==> src/rtl/strio_pkg.sv <==
package strio_pkg;

  typedef enum logic [1:0] {
    ST_IDLE   = 2'd0,
    ST_FIRST  = 2'd1,
    ST_SECOND = 2'd2,
    ST_DONE   = 2'd3
  } strio_state_t;

  // element size code -> bytes; code 3 behaves as 4 bytes
  function automatic logic [31:0] size_bytes(input logic [1:0] sz);
    case (sz)
      2'd0:    size_bytes = 32'd1;
      2'd1:    size_bytes = 32'd2;
      default: size_bytes = 32'd4;
    endcase
  endfunction

endpackage

==> src/rtl/strio_step.sv <==
module strio_step #(
  parameter int AW = 16
) (
  input  logic [AW-1:0] ptr,
  input  logic [1:0]    sz,
  input  logic          down,
  output logic [AW-1:0] next
);
  logic [AW-1:0] step;

  assign step = AW'(strio_pkg::size_bytes(sz));
  assign next = down ? (ptr - step) : (ptr + step);
endmodule

==> src/rtl/strio_mask.sv <==
module strio_mask #(
  parameter int DW = 32
) (
  input  logic [DW-1:0] din,
  input  logic [1:0]    sz,
  output logic [DW-1:0] dout
);
  localparam int NLANE = DW / 8;

  logic [31:0] nb;
  assign nb = strio_pkg::size_bytes(sz);

  for (genvar i = 0; i < NLANE; i++) begin : g_lane
    assign dout[8*i +: 8] = (i < nb) ? din[8*i +: 8] : 8'h00;
  end
endmodule

==> src/rtl/strio_ctrl.sv <==
module strio_ctrl
  import strio_pkg::*;
(
  input  logic         clk,
  input  logic         rst,
  input  logic         start,
  input  logic         rep_en,
  input  logic         cnt_zero,
  input  logic         in_mode,
  input  logic         rep_q,
  input  logic         cnt_last,
  input  logic         port_ack,
  input  logic         mem_ack,
  output logic         load,
  output logic         cap,
  output logic         adv,
  output logic         busy,
  output logic         done,
  output strio_state_t state_o
);
  strio_state_t state_q, state_d;
  logic first_ack, second_ack;

  assign first_ack  = in_mode ? port_ack : mem_ack;
  assign second_ack = in_mode ? mem_ack  : port_ack;

  assign load = (state_q == ST_IDLE)   && start;
  assign cap  = (state_q == ST_FIRST)  && first_ack;
  assign adv  = (state_q == ST_SECOND) && second_ack;

  always_comb begin
    state_d = state_q;
    case (state_q)
      ST_IDLE:   if (load) state_d = (rep_en && cnt_zero) ? ST_DONE : ST_FIRST;
      ST_FIRST:  if (cap)  state_d = ST_SECOND;
      ST_SECOND: if (adv)  state_d = (rep_q && !cnt_last) ? ST_FIRST : ST_DONE;
      default:             state_d = ST_IDLE;
    endcase
  end

  always_ff @(posedge clk) begin
    if (rst) state_q <= ST_IDLE;
    else     state_q <= state_d;
  end

  assign busy    = (state_q != ST_IDLE);
  assign done    = (state_q == ST_DONE);
  assign state_o = state_q;

  p_done_pulse_r11: assert property (@(posedge clk) disable iff (rst)
    done |=> !done);

  p_zero_skip_r8: assert property (@(posedge clk) disable iff (rst)
    (load && rep_en && cnt_zero) |=> done);

  p_single_elem_r9: assert property (@(posedge clk) disable iff (rst)
    (adv && !rep_q) |=> done);
endmodule

==> src/rtl/strio_seq.sv <==
module strio_seq
  import strio_pkg::*;
#(
  parameter int AW = 16,
  parameter int PW = 16,
  parameter int DW = 32,
  parameter int CW = 16
) (
  input  logic          clk,
  input  logic          rst,
  input  logic          start,
  input  logic          dir_in,
  input  logic [1:0]    esize,
  input  logic          down_flag,
  input  logic          rep_en,
  input  logic [PW-1:0] port_addr_in,
  input  logic [AW-1:0] ptr_in,
  input  logic [CW-1:0] count_in,
  output logic          port_req,
  output logic          port_we,
  output logic [PW-1:0] port_addr,
  output logic [DW-1:0] port_wdata,
  input  logic          port_ack,
  input  logic [DW-1:0] port_rdata,
  output logic          mem_req,
  output logic          mem_we,
  output logic [1:0]    mem_size,
  output logic [AW-1:0] mem_addr,
  output logic [DW-1:0] mem_wdata,
  input  logic          mem_ack,
  input  logic [DW-1:0] mem_rdata,
  output logic          busy,
  output logic          done,
  output logic [AW-1:0] ptr_out,
  output logic [CW-1:0] count_out
);
  // latched job
  logic          in_q, down_q, rep_q;
  logic [1:0]    sz_q;
  logic [PW-1:0] port_q;
  logic [AW-1:0] ptr_q, ptr_next;
  logic [CW-1:0] cnt_q;
  logic [DW-1:0] hold_q, cap_masked;

  logic load, cap, adv;
  strio_state_t state;

  strio_ctrl u_ctrl (
    .clk      (clk),
    .rst      (rst),
    .start    (start),
    .rep_en   (rep_en),
    .cnt_zero (count_in == '0),
    .in_mode  (in_q),
    .rep_q    (rep_q),
    .cnt_last (cnt_q == CW'(1)),
    .port_ack (port_ack),
    .mem_ack  (mem_ack),
    .load     (load),
    .cap      (cap),
    .adv      (adv),
    .busy     (busy),
    .done     (done),
    .state_o  (state)
  );

  strio_step #(.AW(AW)) u_step (
    .ptr  (ptr_q),
    .sz   (sz_q),
    .down (down_q),
    .next (ptr_next)
  );

  strio_mask #(.DW(DW)) u_mask (
    .din  (in_q ? port_rdata : mem_rdata),
    .sz   (sz_q),
    .dout (cap_masked)
  );

  always_ff @(posedge clk) begin
    if (rst) begin
      in_q   <= 1'b0;
      down_q <= 1'b0;
      rep_q  <= 1'b0;
      sz_q   <= 2'd0;
      port_q <= '0;
      ptr_q  <= '0;
      cnt_q  <= '0;
      hold_q <= '0;
    end else begin
      if (load) begin
        in_q   <= dir_in;
        down_q <= down_flag;
        rep_q  <= rep_en;
        sz_q   <= esize;
        port_q <= port_addr_in;
        ptr_q  <= ptr_in;
        cnt_q  <= count_in;
      end
      if (cap) hold_q <= cap_masked;
      if (adv) begin
        ptr_q <= ptr_next;
        if (rep_q) cnt_q <= cnt_q - CW'(1);
      end
    end
  end

  // phase decode: input = port then memory, output = memory then port
  assign port_req   = (state == ST_FIRST && in_q) || (state == ST_SECOND && !in_q);
  assign mem_req    = (state == ST_FIRST && !in_q) || (state == ST_SECOND && in_q);
  assign port_we    = port_req && !in_q;
  assign mem_we     = mem_req && in_q;
  assign port_addr  = port_q;
  assign port_wdata = hold_q;
  assign mem_addr   = ptr_q;
  assign mem_wdata  = hold_q;
  assign mem_size   = sz_q;
  assign ptr_out    = ptr_q;
  assign count_out  = cnt_q;

  p_one_bus_r10: assert property (@(posedge clk) disable iff (rst)
    !(port_req && mem_req));

  p_port_hold_r10: assert property (@(posedge clk) disable iff (rst)
    (port_req && !port_ack) |=> (port_req && $stable(port_addr)));

  p_mem_hold_r10: assert property (@(posedge clk) disable iff (rst)
    (mem_req && !mem_ack) |=> (mem_req && $stable(mem_addr)));

  p_port_fixed_r6: assert property (@(posedge clk) disable iff (rst)
    (busy && $past(busy)) |-> $stable(port_addr));

  p_cnt_step_r7: assert property (@(posedge clk) disable iff (rst)
    (busy && $past(busy) && !$stable(count_out)) |-> (count_out == $past(count_out) - CW'(1)));

  p_ptr_step_r4: assert property (@(posedge clk) disable iff (rst)
    (busy && $past(busy) && !$stable(ptr_out)) |->
      ((AW'(ptr_out - $past(ptr_out)) == AW'(1)) || (AW'($past(ptr_out) - ptr_out) == AW'(1)) ||
       (AW'(ptr_out - $past(ptr_out)) == AW'(2)) || (AW'($past(ptr_out) - ptr_out) == AW'(2)) ||
       (AW'(ptr_out - $past(ptr_out)) == AW'(4)) || (AW'($past(ptr_out) - ptr_out) == AW'(4))));
endmodule

==> config.mk <==
export PLATFORM = sky130hd
export DESIGN_NAME = strio_seq
export DESIGN_NICKNAME = d
export VERILOG_FILES = /design/src/rtl/strio_pkg.sv /design/src/rtl/strio_step.sv /design/src/rtl/strio_mask.sv /design/src/rtl/strio_ctrl.sv /design/src/rtl/strio_seq.sv
export SDC_FILE = /design/constraint.sdc
export NUM_CORES = 1
export LEC_CHECK = 0
export BUFFER_PORTS_ARGS = -buffer_cell sky130_fd_sc_hd__clkbuf_2
export CORE_MARGIN = 2
export CORE_UTILIZATION = 30
export DETAILED_ROUTE_END_ITERATION = 7
export MAX_ROUTING_LAYER = met4
export SLEW_MARGIN = 40
export SYNTH_ARGS = -nofsm -noshare
export SYNTH_HDL_FRONTEND = slang
export SYNTH_HIERARCHICAL = 1
export SYNTH_SLANG_ARGS = --single-unit
==> constraint.sdc <==
create_clock -name clk -period 7.1 [get_ports clk]
set_input_delay 1.42 -clock clk [delete_from_list [all_inputs] [get_ports clk]]
set_output_delay 1.42 -clock clk [all_outputs]
set_load 0.05 [all_outputs]
==> metrics.md, run 1 <==
| Metric | Value |
|---|---|
| Clock transition at path regs | 0.07 ns |
| Worst VDD drop | 133 uV |
| Die outline height | 140 um |
| Cts bufs inserted | 9 |
| Sequential area share after synthesis | 31.3% |
| Largest net degree at the start of global routing | 90 |
| Initial antenna violation count | 0 |
| CP Max Fanout | 38 |
| # rows | 49 |
| Final period util | 48.4% |
| Setup TNS | 0 ns |
| Max frequency | ~290 MHz |
| Max Cap Viol | 0 |
| Residual DRC | 17 |
| Final ANT Viol Nets | 0 |
| Vias | 5050 |
| Synth Area per Inst | 8.74 um2 |
| IO Pins | 258 |
| Vias in the first global route | 4668 |
| Max Slew Vio Count | 0 |
| H-Tree Depth | 3 |
| Port buffer count | ~260 |
| Least-Margin Pin Slew | roughly 0.78 ns |
| Cell Area, Placed | 6640 um2 |
| Worst-Skew Late Latency | 0.35 ns |
| Maximum root-to-sink buffer count | 2 |
| EDFF count, synth | 0 |
| Worst slew margin | between 40% and 50% |
| Share of flip-flops with an asynchronous set or reset | 0% |
| Final HPWL from detailed placement | 11200 um |
| GR Overflow Total | 0 |
| Initial Util | between 30% and 40% |
| CTS Root Cell | clkbuf_16 |
| Mapped Nets | 778 |
| Vias per Instance | 4.80 |
| CP arrival | 2.01 ns |
| Power consumption | 1.86 mW |
| Mapped cell area | 5560 um2 |
| GPL Wtd Cong | just over 0.8 |
| CP Launch Type | register |
| Post-layout util | 38.3% |
| Die area | between 15000 and 20000 um2 |
| Critical Path RT | approximately 5.7 ns |
| CP Capture Type | output pin |
| Yosys reg bits | 87 |
| Final hold viol count | 0 |
| Ys flop type | dfxtp_1 |
| Min-Delay Path Class | register to register |
| Layout area overhead | 24.6% |
| Worst slack, placed | 3.45 ns |
| Critical path type | register to output pin |
| Status | finished with violations |
| Die Wd | between 100 and 150 um |
| Final setup margin | 3.67 ns |
| Post-DR wirelength/cell | 14.4 um |
| Ys Warns | 6 |
| Final non-filler cell total | about 1100 |
| Final #Nets | 960 |
| # resized after CTS | 0 |
| Post-Route WL | 15100 um |
| # diodes | 0 |
| Clock Skews | 0.00978 ns |
| Dpl cells | 1036 |
| Drt pass-1 iters | 8 |
| Placeable Area | ~18000 um2 |
| Mapped Cells | 636 |
| Leakage | ~3.3 nW |
| Failing checks | DRC |
| First-pass GRT wire length | roughly 24000 um |
| Setup repair bufs after CTS | 0 |
| Min cycle time layout | 3.43 ns |
| Ratio of cells with drive above 1 in the final layout | 39.6% |
| FILL cells | 1883 |
| Final setup fails | 0 |
| Unrepaired setup endpoints after global routing | false |
| Clock sink count | 87 |
| Hold_buf cts | 0 |
| Yosys cell types | 63 |
| Pwr Density | 268 nW/um2 |
| Hold_ws | 0.498 ns |
| Design area | 6930 um2 |
| Tot GR Track Use | 15.4% |
| CTS tree | done |
| Starting DRT DRC Count | 242 |
worst paths after layout:
check                                   from  slack (ns)  cells after the start                    endpoint
hold reg to reg   port_addr[15]$_SDFFE_PP0P_        0.50                      2  port_addr[15]$_SDFFE_PP0P_
setup reg to reg    mem_size[0]$_SDFFE_PP0P_        3.88                     12   mem_addr[12]$_SDFFE_PP0P_
setup / recovery           in_q$_SDFFE_PP0P_        3.67                      5                     mem_req
hold / removal    port_addr[15]$_SDFFE_PP0P_        0.50                      2  port_addr[15]$_SDFFE_PP0P_
power by group:
| part | internal, mW | switching, mW |
|---|---|---|
| Sequential | 0.537 | 0.0639 |
| Clock | 0.245 | 0.223 |
| Combinational | 0.263 | 0.526 |
metal layers:
metal / vias to the layer above / share of wire, % / wire length (um) / GRT usage [%]
met1: 2314 / 47 / 7080 / 20.1
met4: 0 / 1.7 / 260 / 5.48
met2: 160 / 46 / 7020 / 24.3
li1: 2561 / - / - / -
met5: - / 0 / 0 / -
met3: 15 / 5.1 / 776 / 2.50
layout make-up:
class / instances / area [um2] / area share [%]
sequential: 87 / 1740 / 25.1
tap: 229 / 287 / 4.14
clock inverter: 7 / 62.6 / 0.903
inverter: 12 / 45.0 / 0.650
timing repair buffer: 262 / 1330 / 19.2
multi-input combinational: 446 / 3240 / 46.8
clock buffer: 9 / 225 / 3.25
logic make-up (layout without fill, tap and decap cells):
logic type / Yosys count / in the layout / share of synthesized area [%]
AOI/OAI and AO/OA: 109 / 109 / 13.1
xor gates and xnor gates: 13 / 13 / 2.05
adders and majority gates: 20 / 20 / 4.63
buffers and inverters: 103 / 290 / 10.7
DFF: 87 / 87 / 31.3
muxes: 108 / 108 / 20.2
and+or+nand+nor: 196 / 196 / 18.0
state kept, by name, summed over array words and instances, names as in the netlist:
name            cells
mem_wdata          32
count_out          16
mem_addr           16
port_addr          16
in_q                1
down_q              1
rep_q               1
u_ctrl/state_o      2
mem_size            2
cell usage after synthesis, types with 5 or more instances:
master | count | area (um2)
buf_4 | 49 | 368
and2_1 | 14 | 87.6
nand2b_1 | 6 | 37.5
o21ai_0 | 12 | 60.1
dfxtp_1 | 87 | 1740
a21oi_1 | 34 | 170
nand3_1 | 7 | 35.0
or3_1 | 5 | 31.3
clkbuf_1 | 30 | 113
a31oi_1 | 8 | 50.1
nand2_1 | 13 | 48.8
inv_1 | 12 | 45.0
mux2i_1 | 75 | 751
mux2_2 | 33 | 372
ha_1 | 19 | 238
nor2b_1 | 8 | 50.1
nor2_1 | 105 | 394
a21o_1 | 10 | 75.1
nor3_1 | 5 | 25.0
xnor2_1 | 10 | 87.6
nor4_1 | 5 | 31.3
nor3b_1 | 5 | 37.5
buf_2 | 7 | 35.0
o21a_1 | 9 | 67.6
critical path, stage by stage (launching register included):
cell and delay [ns]:
dfxtp_1 0.31, buf_4 0.41, inv_1 0.12, nor3b_1 0.40, a21o_1 0.13, clkbuf_2 0.27
cell usage in the layout (no fill, tap or decap), types with 4 or more instances in the layout:
cell       synthesis  final
nor3_1             5      5
nand3_1            7      7
mux2_2            33     33
and2_1            14     14
dfxtp_1           87     87
nor3b_1            5      4
a311oi_1           4      4
buf_4             49      4
nor4_1             5      5
inv_1             12     12
nand4_1            4      4
o21ai_0           12     12
nor2_1           105    103
clkbuf_16          0      9
a21o_1            10     10
xnor2_1           10     10
a31oi_1            8      8
nand2b_1           6      6
a211oi_1           4      4
nor2b_1            8      8
o21a_1             9      9
clkbuf_2           0    256
ha_1              19     19
mux2i_1           75     75
nand2_1           13     13
or3_1              5      5
a21oi_1           34     34
Note: power is estimated with default switching activity, not from simulation.
==> run 2, diff against run 1 <==
==> constraint.sdc (replaced) <==
create_clock -name clk -period 3.2 [get_ports clk]
set_input_delay 0.64 -clock clk [delete_from_list [all_inputs] [get_ports clk]]
set_output_delay 0.64 -clock clk [all_outputs]
set_load 0.05 [all_outputs]
==> run 2 against run 1 <==
Compared with the run above: critical path type is now register to register; the run still ends with DRC left; clock-buffer cell count stayed put; register-to-register slack worse by 3.6 ns; critical path depth is 8 higher; utilization is 0.64 points higher; routed wire length is 2.0% higher; power is 130% higher; highest routed layer unchanged; via count is 0.55% higher.
==> metrics.md, run 2 (same netlist as run 1, synthesis figures left out) <==
| Metric | Value |
|---|---|
| GR Layer Usage met1 | 20.2% (was 20.1%) |
| Least-Margin Pin Slew | 0.769 ns (was 0.776 ns) |
| CP Capture Type | register (was output pin) |
| GPL Wtd Cong | 0.833 (was 0.814) |
| Maximum root-to-sink buffer count | 2 (unchanged) |
| IO Pins | 258 (unchanged) |
| Max Cap Viol | 0 (unchanged) |
| H-Tree Depth | 3 (unchanged) |
| Setup repair bufs after CTS | 0 (unchanged) |
| Initial Util | 30.8% (unchanged) |
| Final setup margin | 0.278 ns (was 3.67 ns) |
| Met3 Track Usage GR | 2.50% (unchanged) |
| Max reg flops | 32 (unchanged) |
| Max frequency | approximately 340 MHz |
| Final #Nets | 966 (was 960) |
| Initial antenna violation count | 0 (unchanged) |
| # diodes | 0 (unchanged) |
| Max Slew Vio Count | 0 (unchanged) |
| Vias | 5078 (was 5050) |
| Met2 Resource Use GR | 25.3% (was 24.3%) |
| Critical path type | register to register (was register to output pin) |
| Port buffer count | 257 (unchanged) |
| Drt pass-1 iters | 8 (unchanged) |
| Clock sink count | 87 (unchanged) |
| Buf/Inv on CP | 2 (was 3) |
| Final HPWL from detailed placement | 11700 um (was 11200 um) |
| Worst-path cell with the longest stage delay | fa_1 (was buf_4) |
| Most common cell after layout, fill and taps aside | clkbuf_2 (unchanged) |
| Hold path depth | 2 (unchanged) |
| Final setup fails | 0 (unchanged) |
| Worst slack, placed | 0.220 ns (was 3.45 ns) |
| Tot GR Track Use | 15.7% (was 15.4%) |
| Die area | 19600 um2 (unchanged) |
| CP cell instances | nor2_2 > inv_1 > ha_1 > inv_1 > mux2_2 > fa_1 > a21o_1 > a311o_1 > a21oi_4 > o21bai_1 > xor2_1 > a21oi_1 > nor2_1 (was buf_4 > inv_1 > nor3b_1 > a21o_1 > clkbuf_2) |
| CP Max Fanout | 3 (was 38) |
| Min-Delay Path Class | register to register (unchanged) |
| Worst-Skew Late Latency | 0.34 ns (was 0.35 ns) |
| Final period util | 91.3% |
| Min cycle time layout | ~3 ns |
| Residual DRC | 17 (unchanged) |
| CP arrival | 3.12 ns (was 2.01 ns) |
| Clock Skews | 0.00733 ns (was 0.00978 ns) |
| Ratio of cells with drive above 1 in the final layout | 40.2% (was 39.6%) |
| Vias in the first global route | 4623 (was 4668) |
| Largest net degree at the start of global routing | 37 (was 90) |
| Crit-path leading delay family | compound AO/OA/AOI/OAI gates (was buffers and inverters) |
| Worst R2R Setup Slack | 0.28 ns (was 3.88 ns) |
| GR Overflow Total | 0 (unchanged) |
| Unrepaired setup endpoints after global routing | false (unchanged) |
| Final ANT Viol Nets | 0 (unchanged) |
| Hold_sp | port_addr[0]$_SDFFE_PP0P_ (was port_addr[15]$_SDFFE_PP0P_) |
| Pwr Density | 607 nW/um2 (was 268 nW/um2) |
| Vias per Instance | 4.80 (about the same) |
| Hold_buf cts | 0 (unchanged) |
| Die Wd | 140 um (unchanged) |
| Most frequent cells in the layout | clkbuf_2 (256), nor2_1 (102), dfxtp_1 (87), mux2i_1 (75), a21oi_1 (34) (was clkbuf_2 (256), nor2_1 (103), dfxtp_1 (87), mux2i_1 (75), a21oi_1 (34)) |
| Reg2reg end | mem_addr[12]$_SDFFE_PP0P_ (unchanged) |
| Post-DR wirelength/cell | 14.6 um (was 14.4 um) |
| FILL cells | 1886 (was 1883) |
| Clock transition at path regs | 0.07 ns (about the same) |
| Worst slew margin | 48.8% (was 48.2%) |
| Leakage | 3.35 nW (was 3.29 nW) |
| Reg2Reg Depth | 13 (was 12) |
| Die outline height | 140 um (unchanged) |
| CP Launch Type | register (unchanged) |
| Layout area overhead | 26.7% (was 24.6%) |
| Placeable Area | 18100 um2 (unchanged) |
| Most frequent CP cell | inv_1 |
| Slowest cell delay on critical path | 0.44 ns (was 0.41 ns) |
| # rows | 49 (unchanged) |
| CTS Root Cell | clkbuf_16 (unchanged) |
| Critical Path RT | 3.40 ns (was 5.68 ns) |
| Worst Hold End | port_addr[0]$_SDFFE_PP0P_ (was port_addr[15]$_SDFFE_PP0P_) |
| CTS tree | done (unchanged) |
| First-pass GRT wire length | 24300 um (was 23900 um) |
| Final hold viol count | 0 (unchanged) |
| Status | finished with violations (unchanged) |
| Worst VDD drop | 256 uV (was 133 uV) |
| Cts bufs inserted | 9 (unchanged) |
| RR Startpoint | mem_size[0]$_SDFFE_PP0P_ (unchanged) |
| Failing checks | DRC (unchanged) |
| Starting DRT DRC Count | 312 (was 242) |
| Setup TNS | 0 ns (unchanged) |
| Busiest grt layer | met2 (unchanged) |
| Post-Route WL | 15400 um (was 15100 um) |
## run 2: cell count changes in the layout (fill, tap and decap cells not counted), sizes merged
cell	change
buf	+6
bufinv	+2
clkinvlp	-1
inv	-1
## run 2: area by class of cell
| class | count | area (um2) | share of cell area [%] |
|---|---|---|---|
| clock buffer | 9 | 225 | 3.20 |
| clock inverter | 7 | 101 | 1.44 |
| multi-input combinational | 446 | 3250 | 46.1 |
| sequential | 87 | 1740 | 24.7 |
| tap | 229 | 287 | 4.07 |
| timing repair buffer | 268 | 1390 | 19.8 |
| inverter | 12 | 45.0 | 0.639 |
## run 2: through the flow
step	hold WS, ns	std cells	total power, mW	instance area, um2	util, %
after floorplan	0.512	636	2.76	5560	-
after global placement	0.476	1042	3.13	6710	37.1
after detailed placement	0.485	1042	3.13	6710	37.1
after CTS	0.503	1058	4.34	7030	38.9
after global routing	0.515	1058	4.52	7040	38.9
final	0.497	1058	4.27	7040	38.9
## run 2: metal layers
layer / vias to the layer above / wire length, um
met5: - / 0
met4: 0 / 195
met3: 12 / 756
li1: 2563 / -
met2: 155 / 7470
met1: 2348 / 7020
## run 2: worst reg2reg max path, delay by kind of cell, from the launching register on
| family | cells | cell delay [ns] |
|---|---|---|
| compound gates | 5 | 1.07 |
| fa+ha+maj | 2 | 0.70 |
| xor+xnor | 1 | 0.14 |
| mux | 1 | 0.28 |
| simple gates | 2 | 0.18 |
| flops | 1 | 0.33 |
| buf+inv | 2 | 0.08 |
## run 2: what timing repair did
action	4_1_cts	5_1_grt
resized for setup	0	2
endpoints found under the setup margin	0	1
endpoints found under the hold margin	0	0
## run 2: worst max path at each step
stage	cells past startpoint	endpoint	from	slack, ns
finish	13	mem_addr[12]$_SDFFE_PP0P_	mem_size[0]$_SDFFE_PP0P_	0.28
global route	13	mem_addr[12]$_SDFFE_PP0P_	mem_size[0]$_SDFFE_PP0P_	0.03
CTS	13	mem_addr[12]$_SDFFE_PP0P_	mem_size[0]$_SDFFE_PP0P_	0.20
detailed placement	13	mem_addr[12]$_SDFFE_PP0P_	mem_size[0]$_SDFFE_PP0P_	0.22
global placement	13	mem_addr[12]$_SDFFE_PP0P_	mem_size[0]$_SDFFE_PP0P_	0.30
floorplan	12	mem_addr[12]$_SDFFE_PP0P_	mem_size[0]$_SDFFE_PP0P_	0.13
## run 2: report_power, final
group          switching [mW]  internal, mW  total, mW
logic                    1.18         0.599       1.78
clock network           0.476         0.693       1.17
registers               0.130          1.19       1.32
==> run 3, diff against run 2 <==
--- a/config.mk
+++ b/config.mk
@@ -5,11 +5,14 @@
 export SDC_FILE = /design/constraint.sdc
 export NUM_CORES = 1
 export LEC_CHECK = 0
-export BUFFER_PORTS_ARGS = -buffer_cell sky130_fd_sc_hd__clkbuf_2
+export CELL_PAD_IN_SITES_DETAIL_PLACEMENT = 2
+export CELL_PAD_IN_SITES_GLOBAL_PLACEMENT = 2
 export CORE_MARGIN = 2
 export CORE_UTILIZATION = 30
 export DETAILED_ROUTE_END_ITERATION = 7
+export DONT_BUFFER_PORTS = 1
 export MAX_ROUTING_LAYER = met4
+export PLACE_DENSITY_LB_ADDON = 0.1
 export SLEW_MARGIN = 40
 export SYNTH_ARGS = -nofsm -noshare
 export SYNTH_HDL_FRONTEND = slang
==> run 3 against run 2 <==
Compared with the run above: the run still ends with DRC left; die area is the same; via count shrank 13%; power shrank 5.5%; non-clock buffer count shrank 240; routed wire length grew 5.6%; combinational power shrank 24%; hold slack lost 0.13 ns; fmax shrank 0.56%; clock power shrank 8%; first-iteration DRC count shrank 45%; cell area shrank 16%; final cell count shrank 23%.
==> metrics.md, run 3 (same netlist as run 1, synthesis figures left out) <==
| Metric | Value |
|---|---|
| Drt pass-1 iters | 8 (unchanged) |
| # resized after CTS | 0 (unchanged) |
| Final setup fails | 0 (unchanged) |
| CP arrival | 3.18 ns (was 3.12 ns) |
| Hold_buf cts | 0 (unchanged) |
| Initial Util | 30.8% (unchanged) |
| Max Cap Viol | 0 (unchanged) |
| Clock Skews | 0.0117 ns (was 0.00733 ns) |
| Clock transition at path regs | 0.07 ns (about the same) |
| Ratio of cells with drive above 1 in the final layout | 21.6% (was 40.2%) |
| Worst VDD drop | 262 uV (was 256 uV) |
| Status | finished with violations (unchanged) |
| Final ANT Viol Nets | 0 (unchanged) |
| H-Tree Depth | 3 (unchanged) |
| Setup TNS | 0 ns (unchanged) |
| First-pass GRT wire length | 26100 um (was 24300 um) |
| Most frequent cells in the layout | nor2_1 (103), mux2i_1 (75), dfxtp_1 (54), a21oi_1 (34) (was clkbuf_2 (256), nor2_1 (102), dfxtp_1 (87), mux2i_1 (75), a21oi_1 (34)) |
| FILL cells | 1982 (was 1886) |
| Unrepaired setup endpoints after global routing | false (unchanged) |
| Vias in the first global route | 4824 (was 4623) |
| Residual DRC | 17 (unchanged) |
| Least-Margin Pin Slew | 0.809 ns (was 0.769 ns) |
| Max Slew Vio Count | 0 (unchanged) |
| Final #Nets | 726 (was 966) |
| Tot GR Track Use | 17.0% (was 15.7%) |
| Final period util | 91.8% (was 91.3%) |
| Die area | 19600 um2 (unchanged) |
| Pwr Density | 686 nW/um2 (was 607 nW/um2) |
| Worst slew margin | 46.0% (was 48.8%) |
| Critical path type | register to register (unchanged) |
| GR Overflow Total | 0 (unchanged) |
| Die Wd | 140 um (unchanged) |
| # rows | 49 (unchanged) |
| Starting DRT DRC Count | 173 (was 312) |
| Leakage | 2.32 nW (was 3.35 nW) |
| Hold path depth | 1 (was 2) |
| Placeable Area | 18100 um2 (unchanged) |
| CTS tree | done (unchanged) |
| Max frequency | 340 MHz (was 342 MHz) |
| Final non-filler cell total | 818 (was 1058) |
| Layout area overhead | 5.83% (was 26.7%) |
| Largest net degree at the start of global routing | 90 (was 37) |
| Post-Route WL | 16300 um (was 15400 um) |
| Min-Delay Path Class | primary input to register (was register to register) |
| Setup repair bufs after CTS | 0 (unchanged) |
| Post-DR wirelength/cell | 19.9 um (was 14.6 um) |
| CP Capture Type | register (unchanged) |
| IO Pins | 258 (unchanged) |
| Critical Path RT | 3.44 ns (was 3.40 ns) |
| Max reg flops | 32 (unchanged) |
| CP Launch Type | register (unchanged) |
| Min cycle time layout | 2.94 ns (was 2.92 ns) |
| Cts bufs inserted | 9 (unchanged) |
| Most common cell after layout, fill and taps aside | nor2_1 (was clkbuf_2) |
| Vias per Instance | 5.42 (was 4.80) |
| Worst-Skew Late Latency | 0.35 ns (was 0.34 ns) |
| # diodes | 0 (unchanged) |
| Reg2Reg Depth | 13 (unchanged) |
| Clock sink count | 87 (unchanged) |
| Vias | 4430 (was 5078) |
| Final HPWL from detailed placement | 12200 um (was 11700 um) |
| Dpl cells | 802 (was 1042) |
| Maximum root-to-sink buffer count | 2 (unchanged) |
| Failing checks | DRC (unchanged) |
| Die outline height | 140 um (unchanged) |
| Final hold viol count | 0 (unchanged) |
| CTS Root Cell | clkbuf_16 (unchanged) |
| CP Max Fanout | 3 (unchanged) |
| Port buffer count | 0 (was 257) |
| Initial antenna violation count | 0 (unchanged) |
| GPL Wtd Cong | 0.781 (was 0.833) |
-- run 3: area by class of cell --
| cell class | count | area (um2) | share of cell area, % |
|---|---|---|---|
| Clock buffer | 9 | 225 | 3.83 |
| Clock inverter | 7 | 72.6 | 1.23 |
| Inverter | 12 | 45.0 | 0.765 |
| Multi-Input combinational cell | 446 | 3250 | 55.2 |
| Sequential cell | 87 | 1780 | 30.3 |
| Tap cell | 229 | 287 | 4.87 |
| Timing Repair Buffer | 28 | 223 | 3.78 |
-- run 3: stage by stage --
stage                     setup slack, ns  instance area, um2  total power [mW]  hold slack [ns]  utilization [%]
after global routing               0.0318                5890              4.30            0.337             32.5
after detailed placement            0.232                5590              3.01            0.564             30.9
after CTS                           0.223                5890              4.12            0.337             32.5
after global placement              0.316                5550              2.97            0.545             30.7
after floorplan                     0.132                5560              2.76            0.512                -
final                               0.262                5890              4.04            0.370             32.5
-- run 3: final timing paths --
path                                               start                         to  slack (ns)
worst min register to register        rep_q$_SDFFE_PP0P_         rep_q$_SDFFE_PP0P_        0.57
worst max register to register  mem_size[0]$_SDFFE_PP0P_  mem_addr[12]$_SDFFE_PP0P_        0.26
worst max-delay path            mem_size[0]$_SDFFE_PP0P_  mem_addr[12]$_SDFFE_PP0P_        0.26
worst min-delay path                                 rst   count_out[11]$_SDFF_PP0_        0.37
-- run 3: report_power, final --
group	internal (mW)	switching, mW	leakage [nW]
Combinational	0.495	0.858	1.45
Clock	0.552	0.523	0.143
Sequential	1.19	0.414	0.726
-- run 3: critical path: stages (launching register included) --
cell and delay, ns:
dfxtp_1 0.32, nor2_1 0.14, inv_1 0.06, ha_1 0.27, inv_1 0.04, mux2_2 0.28, fa_1 0.44, a21o_1 0.21
a311o_1 0.40, a21oi_2 0.22, o21bai_1 0.11, xor2_1 0.15, a21oi_1 0.16, nor2_1 0.06
-- run 3: metal layers --
metal	wire, um	vias to the layer above	GRT usage [%]
met4	137	0	4.47
met5	0	-	-
li1	-	2078	-
met2	8180	146	28.6
met1	6910	2196	20.2
met3	1070	10	4.51
